File: src/rtl/chsel_pkg.sv
package chsel_pkg;
  // Strobes from the control to the datapath
  typedef struct packed {
    logic drive;       // light output with current target
    logic blank;       // turn all outputs off
    logic capturePend; // remember target as gap destination
  } chselCtrl_t;

  // Compare flags from the datapath to the control
  typedef struct packed {
    logic tgtOn;
    logic outOn;
    logic tgtNeOut;
    logic tgtNePend;
  } chselStat_t;
endpackage

File: src/rtl/chsel_sync.sv
module chsel_sync #(
  parameter int W = 1,
  parameter logic [W-1:0] RST_VAL = '0
) (
  input  logic         clk,
  input  logic         rstN,
  input  logic [W-1:0] d,
  output logic [W-1:0] q
);
  logic [W-1:0] stage1;

  always_ff @(posedge clk or negedge rstN) begin
    if (!rstN) begin
      stage1 <= RST_VAL;
      q      <= RST_VAL;
    end else begin
      stage1 <= d;
      q      <= stage1;
    end
  end
endmodule

File: src/rtl/chsel_datapath.sv
module chsel_datapath
  import chsel_pkg::*;
#(
  parameter bit DIFF_MODE = 1'b0,
  parameter int ADDR_W = 4,
  parameter int NSW = 16
) (
  input  logic              clk,
  input  logic              rstN,
  input  logic              syncWrN,
  input  logic              syncEn,
  input  logic [ADDR_W-1:0] syncAddr,
  input  chselCtrl_t        ctrl,
  output chselStat_t        stat,
  output logic [NSW-1:0]    swDrive
);
  localparam int NCH = 1 << ADDR_W;

  logic              latchEn;
  logic [ADDR_W-1:0] latchAddr;
  logic [ADDR_W-1:0] pendAddr;
  logic [ADDR_W-1:0] outAddr;
  logic              outOn;

  // Capture register: transparent while the strobe is low
  always_ff @(posedge clk or negedge rstN) begin
    if (!rstN) begin
      latchEn   <= 1'b0;
      latchAddr <= '0;
    end else if (!syncWrN) begin
      latchEn   <= syncEn;
      latchAddr <= syncAddr;
    end
  end

  always_ff @(posedge clk or negedge rstN) begin
    if (!rstN) begin
      pendAddr <= '0;
      outAddr  <= '0;
      outOn    <= 1'b0;
    end else begin
      if (ctrl.capturePend) pendAddr <= latchAddr;
      if (ctrl.blank) begin
        outOn <= 1'b0;
      end else if (ctrl.drive) begin
        outOn   <= 1'b1;
        outAddr <= latchAddr;
      end
    end
  end

  always_comb begin
    stat.tgtOn     = latchEn;
    stat.outOn     = outOn;
    stat.tgtNeOut  = (latchAddr != outAddr);
    stat.tgtNePend = (latchAddr != pendAddr);
  end

  generate
    if (DIFF_MODE) begin : g_diff
      for (genvar k = 0; k < NCH; k++) begin : g_pair
        assign swDrive[k]       = outOn && (outAddr == ADDR_W'(k));
        assign swDrive[k + NCH] = outOn && (outAddr == ADDR_W'(k));
      end
    end else begin : g_single
      for (genvar k = 0; k < NCH; k++) begin : g_chan
        assign swDrive[k] = outOn && (outAddr == ADDR_W'(k));
      end
    end
  endgenerate
endmodule

File: src/rtl/chsel_ctrl.sv
module chsel_ctrl
  import chsel_pkg::*;
#(
  parameter int BBM_CYCLES = 2
) (
  input  logic       clk,
  input  logic       rstN,
  input  chselStat_t stat,
  output chselCtrl_t ctrl,
  output logic       bbmBusy
);
  localparam int CNT_W = $clog2(BBM_CYCLES + 1);
  localparam logic [CNT_W-1:0] GAP_LOAD = CNT_W'(BBM_CYCLES);

  logic [CNT_W-1:0] gapCnt, nextCnt;

  always_comb begin
    ctrl    = '0;
    nextCnt = gapCnt;
    if (gapCnt == '0) begin
      if (!stat.tgtOn) begin
        ctrl.blank = 1'b1;
      end else if (!stat.outOn) begin
        ctrl.drive = 1'b1;
      end else if (stat.tgtNeOut) begin
        ctrl.blank       = 1'b1;
        ctrl.capturePend = 1'b1;
        nextCnt          = GAP_LOAD;
      end
    end else begin
      if (!stat.tgtOn) begin
        nextCnt = '0;
      end else if (stat.tgtNePend) begin
        ctrl.capturePend = 1'b1;
        nextCnt          = GAP_LOAD;
      end else if (gapCnt == CNT_W'(1)) begin
        ctrl.drive = 1'b1;
        nextCnt    = '0;
      end else begin
        nextCnt = gapCnt - CNT_W'(1);
      end
    end
  end

  always_ff @(posedge clk or negedge rstN) begin
    if (!rstN) gapCnt <= '0;
    else       gapCnt <= nextCnt;
  end

  assign bbmBusy = (gapCnt != '0);
endmodule

File: src/rtl/chsel_top.sv
module chsel_top
  import chsel_pkg::*;
#(
  parameter bit DIFF_MODE = 1'b0,
  parameter int BBM_CYCLES = 2,
  localparam int ADDR_W = DIFF_MODE ? 3 : 4,
  localparam int NSW = 16
) (
  input  logic              clk,
  input  logic              rstN,
  input  logic [ADDR_W-1:0] chanIn,
  input  logic              enIn,
  input  logic              wrN,
  output logic [NSW-1:0]    swDrive,
  output logic              bbmBusy
);
  localparam int SW = ADDR_W + 2;

  logic [SW-1:0] syncBus;
  chselCtrl_t    ctrl;
  chselStat_t    stat;

  chsel_sync #(.W(SW), .RST_VAL({1'b1, {(SW-1){1'b0}}})) sync_i (
    .clk  (clk),
    .rstN (rstN),
    .d    ({wrN, enIn, chanIn}),
    .q    (syncBus)
  );

  chsel_datapath #(.DIFF_MODE(DIFF_MODE), .ADDR_W(ADDR_W), .NSW(NSW)) dp_i (
    .clk      (clk),
    .rstN     (rstN),
    .syncWrN  (syncBus[SW-1]),
    .syncEn   (syncBus[SW-2]),
    .syncAddr (syncBus[ADDR_W-1:0]),
    .ctrl     (ctrl),
    .stat     (stat),
    .swDrive  (swDrive)
  );

  chsel_ctrl #(.BBM_CYCLES(BBM_CYCLES)) ctrl_i (
    .clk     (clk),
    .rstN    (rstN),
    .stat    (stat),
    .ctrl    (ctrl),
    .bbmBusy (bbmBusy)
  );
endmodule

File: config.mk
export PLATFORM = sky130hd
export DESIGN_NAME = chsel_top
export DESIGN_NICKNAME = d
export VERILOG_FILES = /design/src/rtl/chsel_pkg.sv /design/src/rtl/chsel_sync.sv /design/src/rtl/chsel_datapath.sv /design/src/rtl/chsel_ctrl.sv /design/src/rtl/chsel_top.sv
export SDC_FILE = /design/constraint.sdc
export NUM_CORES = 1
export LEC_CHECK = 0
export ABC_AREA = 0
export CELL_PAD_IN_SITES_DETAIL_PLACEMENT = 0
export CELL_PAD_IN_SITES_GLOBAL_PLACEMENT = 1
export CORE_MARGIN = 2
export CORE_UTILIZATION = 25
export CTS_CLUSTER_SIZE = 20
export DETAILED_ROUTE_END_ITERATION = 8
export DONT_BUFFER_PORTS = 1
export PLACE_DENSITY_LB_ADDON = 0.1
export SKIP_LAST_GASP = 1
export SLEW_MARGIN = 20
export SYNTH_ARGS = -nofsm -noshare
export SYNTH_HDL_FRONTEND = slang
export SYNTH_SLANG_ARGS = --single-unit
File: constraint.sdc
create_clock -name clk -period 1.7 [get_ports clk]
set_clock_uncertainty 0.1 [all_clocks]
set_input_delay 0.255 -clock clk [delete_from_list [all_inputs] [get_ports clk]]
set_output_delay 0.255 -clock clk [all_outputs]
set_load 0.005 [all_outputs]
==> flow_metrics.tcl <==
set metrics [dict create \
    path_max_fanout 6 \
    clk_pin_slew_ps 100 \
    violations "negative setup slack" \
    fin_crit_sh_pct 106 \
    grt_pass1_vias 1025 \
    postLayoutCoreUtil_pct 34.7 \
    reg2reg_depth 4 \
    ys_seq_area_share_pct 53.8 \
    grt_setup_unrepaired "true" \
    crit_type "flip-flop to output pin" \
    synth_top_area_cell "dfrtp_1" \
    stdcell_count 209 \
    rr_startpoint "dp_i.outAddr[3]" \
    synth_commonest_cells "26 x dfrtp_1, 14 x nor2_1, 6 x nand3_1" \
    cp.arrival_ps 1440 \
    antenna_found_initial 0 \
    p_leak_nw 0.715 \
    ys_warn_count 0 \
    min_to "sync_i.q[1]" \
    reg2reg_slack_ps -60 \
    multi_input_area_sq_um 656 \
    grt_overflow 0 \
    drcViolationCount 0 \
    ioPinCount 25 \
    setup_viol 8 \
    synth_seq_cells 28 \
    finalWeightedCongestion 0.746 \
    clk_latency_ps 280 \
    wl_per_cell_um 14.6 \
    core_area_sq_um 5070 \
    max_freq_mhz 556 \
    fin_nets 150 \
    hp-class "flip-flop to flip-flop" \
    wirelength_um 3050 \
    firstDrtPassIters 4 \
    yosysMostFrequentCell "dfrtp_1" \
    grt_max_degree 29 \
    syn_nets 125 \
    endpoint_kind "output pin" \
    syn_to_final_growth_pct 34.9 \
    syn_area_per_cell_sq_um 11.4 \
    antennaDiodeCount 0 \
    fillers 515 \
    clock-sinks 28 \
    netlist_area_sq_um 1310 \
    syn_inst 115 \
    die_area_sq_um 5820 \
    synth-main-ff-cell "dfrtp_1" \
    drv_cap 0 \
    finalHoldViolCount 0 \
    htree_levels 1 \
    die_w_um 76.3 \
    power.density_nw_per_um2 1580 \
    via_per_inst 4.71 \
    yosys-top-cells-area "dfrtp_1 50%, mux2_4 4.6%, mux2_2 4.3%" \
    grtUsageTotal_pct 11.5 \
    via_count 984 \
    cts_inserted_buffers 3 \
    rows 26 \
    reg2reg_to "dp_i.pendAddr[3]" \
    synthArstFlopShare_pct 100 \
    start_util_pct 25.7 \
    critPathLaunchType "flip-flop" \
    place_inst 195 \
    status "finished with violations" \
    finalMaxSlewViolations 0 \
    finalWorstSetupSlack_ps -99.8 \
    min_from "sync_i.stage1[1]" \
    cts_buffer_depth 2 \
    synth_edf_count 0 \
    crit_required_ps 1340 \
    dp_hpwl_um 2210 \
    first_iter_violations 52 \
    seq_area_sq_um 703 \
    worst_pin_slew_ps 319 \
    synth_cell_types 29 \
    min_path_cells 0 \
    relSlewSlack_pct 78.7 \
    min_period_ps 1800 \
    die_h_um 76.3 \
    drive_above_1_share_pct 36.7 \
    clockRootBuffer "clkbuf_8" \
    fin_tns_setup_ps -623 \
    tritoncts "yes" \
    io_buffers 0 \
    grt_pass1_wl_um 5190 \
    synth_top_cell_area_share_pct 49.8 \
    ant_nets 0 \
    max-vdd-ir-drop_mv 0.527 \
]
stage by stage:
| step | setup slack [ps] | total power [mW] | cell area [sq um] | hold WS, ps |
|---|---|---|---|---|
| 2_1_floorplan | -94.3 | 1.67 | 1310 | -141 |
| 3_3_place_gp | -32.9 | 2.02 | 1480 | -140 |
| 3_5_place_dp | -59.3 | 2.04 | 1480 | -140 |
| 4_1_cts | -105 | 2.70 | 1680 | 261 |
| 5_1_grt | -147 | 3.00 | 1760 | 271 |
| 6_report | -99.8 | 2.79 | 1760 | 257 |
placed cells by master (no fill, tap or decap):
master / Yosys / layout
dfstp_2: 2 / 2
nor3_2: 0 / 2
xnor2_2: 0 / 4
nand2_1: 4 / 4
nor3_1: 4 / 1
mux2_2: 5 / 5
or3b_4: 0 / 1
nor2_2: 0 / 4
nand3b_1: 2 / 2
nor3b_1: 1 / 1
inv_2: 0 / 1
dlygate4sd3_1: 0 / 7
inv_1: 3 / 2
buf_12: 0 / 1
ha_1: 2 / 2
bufinv_16: 0 / 1
nor2b_1: 5 / 5
o21a_4: 1 / 1
mux2_4: 4 / 4
nor2_1: 14 / 7
a31oi_1: 5 / 5
buf_6: 1 / 4
o41a_1: 1 / 1
nor2_4: 0 / 3
o22ai_1: 1 / 1
and4_1: 1 / 1
or2b_4: 0 / 1
dfrtp_1: 26 / 26
clkbuf_8: 0 / 3
nand4_1: 5 / 5
nand2b_1: 2 / 2
a32o_1: 2 / 2
nand3_1: 6 / 6
o211ai_1: 4 / 4
xor2_1: 4 / 4
nor3_4: 0 / 1
buf_4: 0 / 13
sequential cells by signal, summed over array words and instances, names as in the netlist:
signal / cells
ctrl_i.gapCnt: 2
dp_i.outOn: 1
dp_i.latchAddr: 4
dp_i.latchEn: 1
sync_i.stage1: 6
sync_i.q: 6
dp_i.outAddr: 4
dp_i.pendAddr: 4
report_power, final:
part	total, mW	internal (mW)	switching [mW]
logic	1.29	0.645	0.644
clock network	0.537	0.316	0.221
registers	0.963	0.821	0.142
total	2.79	1.78	1.01
kinds of logic (layout without fill, tap and decap cells):
| group | after synthesis | in the layout | share of synthesized area [%] |
|---|---|---|---|
| AND/OR/NAND/NOR | 46 | 46 | 18.4 |
| flip-flops | 28 | 28 | 53.8 |
| AO/OA/AOI/OAI | 14 | 14 | 8.72 |
| multiplexers | 9 | 9 | 8.91 |
| XOR/XNOR | 8 | 8 | 5.36 |
| buffers and inverters | 8 | 32 | 2.87 |
| adder cells (fa/ha/maj) | 2 | 2 | 1.92 |
metal layers:
layer  global-route usage, %  vias up  wire length (um)  share of wire, %
met1                    13.5      495              1370                45
met2                    19.9       27              1500                49
met3                    2.25        6                97               3.2
met4                    6.18        0                90               2.9
li1                        -      456                 -                 -
met5                       0        -                 0                 0
layout make-up:
class | instances | share of cell area, %
inverter | 3 | 0.639
timing repair buffer | 25 | 13.2
multi-input combinational | 79 | 37.2
tap | 70 | 4.97
sequential | 28 | 39.9
clock buffer | 3 | 2.34
clock inverter | 1 | 1.70
worst max-delay path, stage by stage, from the launching register on:
cell and delay (ps):
dfrtp_1 440, buf_6 150, or3b_4 420, nor2_2 140
worst max path at each step:
stage | to | cells past startpoint | startpoint
2_1_floorplan | dp_i.pendAddr[0] | 5 | dp_i.outAddr[1]
3_3_place_gp | dp_i.pendAddr[0] | 4 | dp_i.latchAddr[3]
3_5_place_dp | dp_i.pendAddr[2] | 4 | dp_i.latchAddr[3]
4_1_cts | swDrive[3] | 3 | dp_i.outAddr[2]
5_1_grt | swDrive[1] | 3 | dp_i.outAddr[3]
6_report | swDrive[1] | 3 | dp_i.outAddr[2]
repair_timing:
| action | 4_1_cts | 5_1_grt |
|---|---|---|
| endpoints found under the hold margin | 34 | 0 |
| endpoints found under the setup margin | 10 | 21 |
| pin swaps | 2 | 3 |
| gates resized for setup | 11 | 14 |
| buffers inserted | 0 | 2 |
| hold buffers | 8 | 0 |
Power figures use the tool's default switching activity.
